<file path="config.mk">
export PLATFORM = sky130hd
export DESIGN_NAME = gpio_bank_port
export DESIGN_NICKNAME = d
export VERILOG_FILES = /design/src/rtl/gpio_port_pkg.sv /design/src/rtl/gpio_sync2.sv /design/src/rtl/gpio_bank_regs.sv /design/src/rtl/gpio_pad_drive.sv /design/src/rtl/gpio_bank_port.sv
export SDC_FILE = /design/constraint.sdc
export NUM_CORES = 1
export LEC_CHECK = 0
export BUFFER_PORTS_ARGS = -buffer_cell sky130_fd_sc_hd__buf_2
export CORE_ASPECT_RATIO = 1.25
export CORE_MARGIN = 1
export CORE_UTILIZATION = 60
export DETAILED_ROUTE_END_ITERATION = 6
export PLACE_DENSITY = 0.93
export SLEW_MARGIN = 0
export SYNTH_ARGS = -nofsm -noshare
export SYNTH_HDL_FRONTEND = slang
export SYNTH_SLANG_ARGS = --single-unit
</file>
<file path="constraint.sdc">
create_clock -name clk -period 3 [get_ports clk]
set_input_delay 0.45 -clock clk [delete_from_list [all_inputs] [get_ports clk]]
set_output_delay 0.45 -clock clk [all_outputs]
set_load 0.02 [all_outputs]
</file>
<file path="src/rtl/gpio_port_pkg.sv">
package gpio_port_pkg;

   // Register address bases (bank index is added per kind)
   localparam int DATA_BASE = 0;    // value at 2*b, mask at 2*b+1
   localparam int DIR_BASE  = 8;    // direction at 8+b
   localparam int DRV_BASE  = 16;   // open-enable at 16+2*b, polarity at 17+2*b

   typedef enum logic [1:0] {
      DRV_PUSH_PULL  = 2'd0,
      DRV_OPEN_LOW   = 2'd1,
      DRV_OPEN_HIGH  = 2'd2
   } drive_e;

   function automatic drive_e drive_kind(input logic open_en, input logic high_side);
      if (!open_en)       return DRV_PUSH_PULL;
      else if (high_side) return DRV_OPEN_HIGH;
      else                return DRV_OPEN_LOW;
   endfunction

endpackage

</file>
<file path="src/rtl/gpio_sync2.sv">
module gpio_sync2 #(
   parameter int W = 8
) (
   input  logic         clk,
   input  logic         rst_n,
   input  logic [W-1:0] d,
   output logic [W-1:0] q
);
   logic [W-1:0] stage1;

   always_ff @(posedge clk or negedge rst_n) begin
      if (!rst_n) begin
         stage1 <= '0;
         q      <= '0;
      end else begin
         stage1 <= d;
         q      <= stage1;
      end
   end
endmodule

</file>
<file path="src/rtl/gpio_bank_regs.sv">
module gpio_bank_regs #(
   parameter int W = 8
) (
   input  logic         clk,
   input  logic         rst_n,
   input  logic         data_we,
   input  logic [W-1:0] data_val,
   input  logic [W-1:0] data_msk,
   input  logic         dir_we,
   input  logic [W-1:0] dir_d,
   input  logic         opn_we,
   input  logic [W-1:0] opn_d,
   input  logic         pol_we,
   input  logic [W-1:0] pol_d,
   output logic [W-1:0] out_q,
   output logic [W-1:0] dir_q,
   output logic [W-1:0] opn_q,
   output logic [W-1:0] pol_q
);
   always_ff @(posedge clk or negedge rst_n) begin
      if (!rst_n) begin
         out_q <= '0;
         dir_q <= '0;
         opn_q <= '0;
         pol_q <= '0;
      end else begin
         if (data_we) out_q <= (out_q & ~data_msk) | (data_val & data_msk);
         if (dir_we)  dir_q <= dir_d;
         if (opn_we)  opn_q <= opn_d;
         if (pol_we)  pol_q <= pol_d;
      end
   end
endmodule

</file>
<file path="src/rtl/gpio_pad_drive.sv">
module gpio_pad_drive
   import gpio_port_pkg::*;
(
   input  logic val,
   input  logic is_out,
   input  logic open_en,
   input  logic high_side,
   output logic oe,
   output logic o
);
   always_comb begin
      oe = 1'b0;
      o  = 1'b0;
      unique case (drive_kind(open_en, high_side))
         DRV_PUSH_PULL: begin oe = is_out;        o = is_out & val; end
         DRV_OPEN_LOW:  begin oe = is_out & ~val; o = 1'b0;         end
         DRV_OPEN_HIGH: begin oe = is_out & val;  o = is_out;       end
         default:       begin oe = 1'b0;          o = 1'b0;         end
      endcase
   end
endmodule

</file>
<file path="src/rtl/gpio_bank_port.sv">
module gpio_bank_port
   import gpio_port_pkg::*;
#(
   parameter int NUM_BANKS = 3,
   parameter int BANK_W    = 8,
   parameter int ADDR_W    = 6
) (
   input  logic                          clk,
   input  logic                          rst_n,
   input  logic [ADDR_W-1:0]             bus_addr,
   input  logic [2*BANK_W-1:0]           bus_wdata,
   input  logic [1:0]                    bus_be,
   input  logic                          bus_we,
   output logic [BANK_W-1:0]             bus_rdata,
   input  logic [NUM_BANKS*BANK_W-1:0]   pad_i,
   output logic [NUM_BANKS*BANK_W-1:0]   pad_oe,
   output logic [NUM_BANKS*BANK_W-1:0]   pad_o
);
   localparam int NL = NUM_BANKS * BANK_W;

   if (NUM_BANKS < 1 || NUM_BANKS > 4) begin : g_bad_banks
      $fatal(1, "NUM_BANKS must lie in 1..4 to fit the address map");
   end
   if (BANK_W < 1) begin : g_bad_width
      $fatal(1, "BANK_W must be at least 1");
   end
   if (ADDR_W < 5) begin : g_bad_addr
      $fatal(1, "ADDR_W must be at least 5");
   end

   logic [BANK_W-1:0] lane0, lane1;
   assign lane0 = bus_wdata[BANK_W-1:0];
   assign lane1 = bus_wdata[2*BANK_W-1:BANK_W];

   logic [NL-1:0] out_all, dir_all, opn_all, pol_all, sync_all;

   gpio_sync2 #(.W(NL)) u_sync (
      .clk(clk), .rst_n(rst_n), .d(pad_i), .q(sync_all)
   );

   for (genvar b = 0; b < NUM_BANKS; b++) begin : g_bank
      localparam logic [ADDR_W-1:0] A_DAT = ADDR_W'(DATA_BASE + 2*b);
      localparam logic [ADDR_W-1:0] A_DIR = ADDR_W'(DIR_BASE + b);
      localparam logic [ADDR_W-1:0] A_OPN = ADDR_W'(DRV_BASE + 2*b);
      localparam logic [ADDR_W-1:0] A_POL = ADDR_W'(DRV_BASE + 2*b + 1);

      logic dir_l0, dir_l1, opn_l0, opn_l1, pol_l0, pol_l1, dat_we;

      assign dat_we = bus_we && (bus_be == 2'b11) && (bus_addr == A_DAT);
      assign dir_l0 = bus_we && bus_be[0] && (bus_addr == A_DIR);
      assign dir_l1 = bus_we && bus_be[1] && (bus_addr == ADDR_W'(DIR_BASE + b - 1));
      assign opn_l0 = bus_we && bus_be[0] && (bus_addr == A_OPN);
      assign opn_l1 = bus_we && bus_be[1] && (bus_addr == ADDR_W'(DRV_BASE + 2*b - 1));
      assign pol_l0 = bus_we && bus_be[0] && (bus_addr == A_POL);
      assign pol_l1 = bus_we && bus_be[1] && (bus_addr == A_OPN);

      gpio_bank_regs #(.W(BANK_W)) u_regs (
         .clk      (clk),
         .rst_n    (rst_n),
         .data_we  (dat_we),
         .data_val (lane0),
         .data_msk (lane1),
         .dir_we   (dir_l0 | dir_l1),
         .dir_d    (dir_l0 ? lane0 : lane1),
         .opn_we   (opn_l0 | opn_l1),
         .opn_d    (opn_l0 ? lane0 : lane1),
         .pol_we   (pol_l0 | pol_l1),
         .pol_d    (pol_l0 ? lane0 : lane1),
         .out_q    (out_all[b*BANK_W +: BANK_W]),
         .dir_q    (dir_all[b*BANK_W +: BANK_W]),
         .opn_q    (opn_all[b*BANK_W +: BANK_W]),
         .pol_q    (pol_all[b*BANK_W +: BANK_W])
      );
   end

   for (genvar n = 0; n < NL; n++) begin : g_line
      gpio_pad_drive u_drv (
         .val       (out_all[n]),
         .is_out    (dir_all[n]),
         .open_en   (opn_all[n]),
         .high_side (pol_all[n]),
         .oe        (pad_oe[n]),
         .o         (pad_o[n])
      );
   end

   always_comb begin
      bus_rdata = '0;
      for (int b = 0; b < NUM_BANKS; b++) begin
         if (bus_addr == ADDR_W'(DATA_BASE + 2*b))    bus_rdata = sync_all[b*BANK_W +: BANK_W];
         if (bus_addr == ADDR_W'(DIR_BASE + b))       bus_rdata = dir_all[b*BANK_W +: BANK_W];
         if (bus_addr == ADDR_W'(DRV_BASE + 2*b))     bus_rdata = opn_all[b*BANK_W +: BANK_W];
         if (bus_addr == ADDR_W'(DRV_BASE + 2*b + 1)) bus_rdata = pol_all[b*BANK_W +: BANK_W];
      end
   end
endmodule

</file>
==> results of run 1 <==
-- power by group --
part	leakage, uW	internal (uW)	switching (uW)
logic	0.00216	309	431
registers	0.00184	2140	252
clock network	0.000291	1370	803
-- stage by stage --
stage | total power (uW) | hold slack (ps) | setup slack, ps | util, % | instances
after floorplan | 2890 | 154 | 253 | - | 785
after global placement | 3090 | 331 | 127 | 66.3 | 1020
after detailed placement | 3130 | 335 | 121 | 66.3 | 1020
after CTS | 5290 | 131 | 115 | 71.1 | 1051
after global routing | 5450 | 131 | 34.2 | 71.1 | 1051
final | 5310 | 134 | 75.6 | 71.1 | 1051
-- layout by cell type, fill, tap and decap left out, types with 3 or more instances in the layout --
master	synthesis	routed
dfrtp_1	144	144
nand2_1	124	124
buf_2	11	105
mux2i_1	59	59
nor2_1	47	47
buf_4	50	46
a22oi_1	38	38
a21oi_1	35	35
nor2b_1	28	28
mux2_2	25	25
a21boi_0	25	25
xor2_1	24	24
clkbuf_16	0	17
nand3_1	15	15
o21ai_0	12	12
o22ai_1	12	12
nor3_1	12	12
a221oi_1	7	7
nand2b_1	6	6
a31oi_1	5	5
nor2_4	4	4
nor2_2	4	4
o211ai_1	4	4
o21ai_1	4	4
nor3_2	4	4
or2_2	3	3
a211oi_2	3	3
o221ai_1	3	3
and4_1	3	3
and3_1	3	3
o311a_1	3	3
o21a_1	3	3
nor3_4	3	3
clkbuf_8	0	3
bufinv_16	0	3
-- kinds of logic after synthesis --
logic type / after synthesis
simple gates: 278
compound gates: 166
flops: 144
buf+inv: 89
mux: 84
xor+xnor: 24
-- layer usage --
| layer | global-route usage [%] | vias to the layer above | share of wire (%) |
|---|---|---|---|
| li1 | - | 2920 | - |
| met1 | 43.4 | 3285 | 37 |
| met2 | 60.7 | 487 | 48 |
| met3 | 5.04 | 128 | 8.7 |
| met4 | 23.2 | 0 | 5.7 |
| met5 | 0 | - | 0 |
-- critical path: stages --
cell      delay, ps
buf_2           160
or4b_4          620
nor2_8          170
a222oi_1        120
o311a_1         360
a211oi_1        350
buf_2           240
-- area by class of cell --
cell class                 instances  area share [%]
clock buffer                      21            5.20
clock inverter                     9            1.47
inverter                           2          0.0830
multi-input combinational        552            40.8
sequential                       144            39.8
tap                              168            2.32
timing repair buffer             155            10.3
-- what timing repair did --
item,in CTS,in global routing
endpoints found under the setup margin,0,1
hold buffers,1,0
resized for setup,0,1
endpoints found under the hold margin,8,0
-- worst paths after layout --
check                      depth (start not counted)  slack (ps)                               endpoint
max reg2reg                                        2        2110  g_bank[0].u_regs.pol_q[1]$_DFFE_PN0P_
min                                                1         130             u_sync.stage1[7]$_DFF_PN0_
max                                                7          80                           bus_rdata[0]
min in group asynchronous                          2         550             asynchronous set/reset pin
min reg2reg                                        0         350                 u_sync.q[16]$_DFF_PN0_
max in group asynchronous                          3        1680  g_bank[0].u_regs.pol_q[7]$_DFFE_PN0P_
==> reports/results.tsv, run 1 <==
metric	value	unit
area of the multi-input gates	0.00369	mm^2
nets	923	
first-pass GRT wire length	36000	um
drc violations	1	
via count	6820	
register bit total from synthesis	144	
post-route ant nets	0	
All-Layer GR Usage	35.8	%
Relative slew margins	46.2	%
clock slew at reported path FFs	60	ps
DR WL/cell	22.7	um
routability congestion estimate	0.974	
Max-Cap Viols	0	
clk_skew	6.57	ps
Seq/Total Area, Yosys	45.9	%
Slew Limit Fails	0	
Synth cell types	61	
Mapped Area	0.00785	mm^2
Synthesis Warnings	0	
cell accounting for the most synthesized area	dfrtp_1	
dominant cells by area after synthesis	dfrtp_1, mux2i_1, nand2_1, buf_4, a22oi_1	
vias in the first global route	6711	
CTS tree	yes	
post-synth top area share	45.9	%
asr flop ratio synth	100	%
crit path kind	input pin to primary output	
vias per cell	6.49	
IO Count	107	
post-synthesis compound-gate area fraction	14.6	%
count leader, synth	dfrtp_1	
DP Wirelength	16900	um
Port Buf Inserts	106	
ANT cells	0	
Synth Instances	785	
setup bufs post-CTS	0	
measured slew at the worst slew-check pin	803	ps
clock root cell	clkbuf_16	
WP data required	2550	ps
crit path max fanout	8	
EDFF count, synth	0	
ratio of cells with drive above 1 in the final layout	27.1	%
Core ar.	0.0127	mm^2
mux cell area share after synthesis	11.1	%
largest family of logic cells by synthesized area	simple AND/OR/NAND/NOR gates	
FF+latch area	0.00360	mm^2
worst r2r src	g_bank[0].u_regs.pol_q[1]$_DFFE_PN0P_	
CTS buffer count	17	
Area Overhead vs Synth	15.2	%
Final Hold Viols	0	
Avg Inst Size Synth	10.0	um^2
DR pass1 iterations	7	
setup tns final	0	ps
area post-placement	0.00843	mm^2
Critical Path Source Type	input pin	
synthesized-area fraction occupied by adder cells	0	%
post-synthesis xor/xnor area fraction	2.68	%
arrival time at the worst endpoint	2470	ps
fin crit share	97.5	%
Most used DFF post-synth	dfrtp_1	
CTS HTree Levels	4	
CP endpoint kind	primary output	
# fillers	928	
Max IR drop VDD	0.470	mV
RSZ-0062 raised after global routing	false	
Num Clock Sinks	144	
Overflow after GRT	0	
P_leak	0.00429	uW
CTS Buffer Depth	2	
post-route cell area	0.00905	mm^2
# rows	46	
Initial Util	61.7	%
Detailed Route Iter0 Violations	670	
die area	0.0135	mm^2
post-synth net total	836	
min-delay src	pad_i[7]	
first element of the critical path	bus_addr[3]	
final wirelength	23800	um
clock latency on the worst-skew pair	420	ps
final setup fails	0	
Power Density	586	mW/mm^2
largest net degree at the start of global routing	62	
antenna violations before repair	0	
Max Fclk	0.342	GHz
status	finished with violations	
most frequent cells after synthesis	dfrtp_1, nand2_1, mux2i_1	
area fraction in and, or, nand and nor cells after synthesis	18.6	%
worst hold path type	input pin to flip-flop	
fin crit period	2920	ps
failing checks	design-rule violations	
Die Span X	104	um
Die Ht	130	um
(Power assumes the default switching activity.)
==> run 2, diff against run 1 <==
--- a/config.mk
+++ b/config.mk
@@ -8,9 +8,10 @@
 export BUFFER_PORTS_ARGS = -buffer_cell sky130_fd_sc_hd__buf_2
 export CORE_ASPECT_RATIO = 1.25
 export CORE_MARGIN = 1
-export CORE_UTILIZATION = 60
+export CORE_UTILIZATION = 30
 export DETAILED_ROUTE_END_ITERATION = 6
-export PLACE_DENSITY = 0.93
+export PLACE_DENSITY = 0.57
+export SETUP_SLACK_MARGIN = 0.05
 export SLEW_MARGIN = 0
 export SYNTH_ARGS = -nofsm -noshare
 export SYNTH_HDL_FRONTEND = slang
==> reports/results.tsv, run 2 (synthesis results as in run 1) <==
metric	value	unit	change
area of the multi-input gates	0.00370	mm^2	+0.31%
largest net degree at the start of global routing	63		+1.6%
ANT cells	0		unchanged
most common cell after layout, fill and taps aside	dfrtp_1		
drc violations	0		-1
ratio of cells with drive above 1 in the final layout	28.9	%	+1.8 points
Die Ht	183	um	+41%
crit path kind	input pin to primary output		
RSZ-0062 raised after global routing	true		
r2r setup slk	2140	ps	+30 ps
die area	0.0268	mm^2	+98%
setup tns final	0	ps	unchanged
CTS HTree Levels	4		unchanged
FF+latch area	0.00360	mm^2	unchanged
IO Count	107		unchanged
Slew Limit Fails	0		unchanged
DP Wirelength	19800	um	+17%
clock root cell	clkbuf_16		
Area Overhead vs Synth	19.4	%	
vias per cell	5.20		-20%
worst hold path type	input pin to asynchronous set/reset pin		
Core ar.	0.0255	mm^2	+100%
met3 WL post-DR	1250	um	-40%
crit path max fanout	8		unchanged
CTS buffer count	17		unchanged
clk_skew	3.99	ps	-2.58 ps
fin crit period	2890	ps	-38.9 ps
status	finished clean		
final setup fails	0		unchanged
Post-Route M1 WL	11000	um	+24%
Die Span X	147	um	+41%
CTS tree	yes		
Critical Path Source Type	input pin		
WP data required	2550	ps	about the same
first-pass GRT wire length	40100	um	+11%
area post-placement	0.00876	mm^2	+3.9%
DR WL/cell	21.2	um	-6.6%
Power Density	567	mW/mm^2	-3.3%
Detailed Route Iter0 Violations	536		-20%
vias in the first global route	6599		-1.7%
# rows	65		+41%
Overflow after GRT	0		unchanged
measured slew at the worst slew-check pin	710	ps	-93.1 ps
post-route cell area	0.00937	mm^2	+3.6%
CTS Hold Buffers Added	0		-1
nets	938		+1.6%
fin crit share	96.2	%	-1.3 points
Final Hold Viols	0		unchanged
clock latency on the worst-skew pair	430	ps	about the same
DR pass1 iterations	6		-1
# fillers	2546		+170%
Max Used Layer	met4		
routability congestion estimate	0.933		-4.2%
All-Layer GR Usage	20.3	%	-16 points
Port Buf Inserts	106		unchanged
Max-Cap Viols	0		unchanged
final wirelength	26200	um	+9.8%
most frequent cells in the layout	dfrtp_1, nand2_1, buf_2, buf_4, mux2i_1		
Num Clock Sinks	144		unchanged
Relative slew margins	52.3	%	+6.0 points
arrival time at the worst endpoint	2440	ps	-30 ps
via count	6424		-5.8%
Initial Util	30.8	%	-31 points
Max IR drop VDD	0.382	mV	-19%
CP endpoint kind	primary output		
Max Fclk	0.347	GHz	+1.3%
P_leak	0.00436	uW	+1.5%
CTS Buffer Depth	2		unchanged
Detail Route met2 WL	12800	um	+11%
post-route ant nets	0		unchanged
clock slew at reported path FFs	60	ps	about the same
antenna violations before repair	0		unchanged
-- run 2: final timing paths --
check	startpoint	endpoint	depth (start not counted)
max in group asynchronous	rst_n	asynchronous set/reset pin	2
setup / recovery	bus_addr[5]	bus_rdata[1]	7
hold reg to reg	u_sync.stage1[3]$_DFF_PN0_	u_sync.q[3]$_DFF_PN0_	0
min in group clk	pad_i[22]	u_sync.stage1[22]$_DFF_PN0_	1
setup reg to reg	g_bank[1].u_regs.opn_q[6]$_DFFE_PN0P_	g_bank[1].u_regs.opn_q[6]$_DFFE_PN0P_	2
hold / removal	rst_n	asynchronous set/reset pin	1
-- run 2: report_power, final --
group	switching (uW)	leakage (uW)	internal, uW	total, uW
logic	431	0.00224	318	749
clock network	902	0.000275	1260	2170
registers	256	0.00184	2140	2400
-- run 2: layout make-up --
| type | instances | area share [%] |
|---|---|---|
| Clock buffer | 19 | 4.73 |
| Timing Repair Buffer | 170 | 11.1 |
| Multi-Input combinational cell | 552 | 39.5 |
| Clock inverter | 13 | 1.63 |
| Tap cell | 335 | 4.47 |
| Sequential cell | 144 | 38.5 |
| Inverter | 2 | 0.0801 |
-- run 2: repair_timing --
item                       in CTS  in global routing
setup endpoints to repair       1                  4
gates resized for setup         1                  4
buffers inserted                0                  0
-- run 2: worst max-delay path, stage by stage --
cell and delay, ps:
buf_2 130, or4b_4 660, nor2_2 310, a21oi_1 140
a211o_1 270, o21ai_1 240, buf_2 220
-- run 2: stage by stage --
stage / hold slack, ps / power (uW) / cells / util, % / setup slack [ps]
floorplan: 154 / 2890 / 785 / - / 253
global placement: 333 / 3170 / 1203 / 34.4 / 75.8
detailed placement: 336 / 3180 / 1203 / 34.4 / 24.4
CTS: 18.1 / 5360 / 1235 / 36.8 / 76.3
global route: 48.3 / 5550 / 1235 / 36.8 / 37.1
finish: 4.42 / 5310 / 1235 / 36.8 / 115
-- run 2: layer usage --
metal  up-vias  GRT usage (%)
met5         -              0
met4         0           11.3
met3        67           3.36
met2       249           34.0
met1      3167           24.7
li1       2941              -
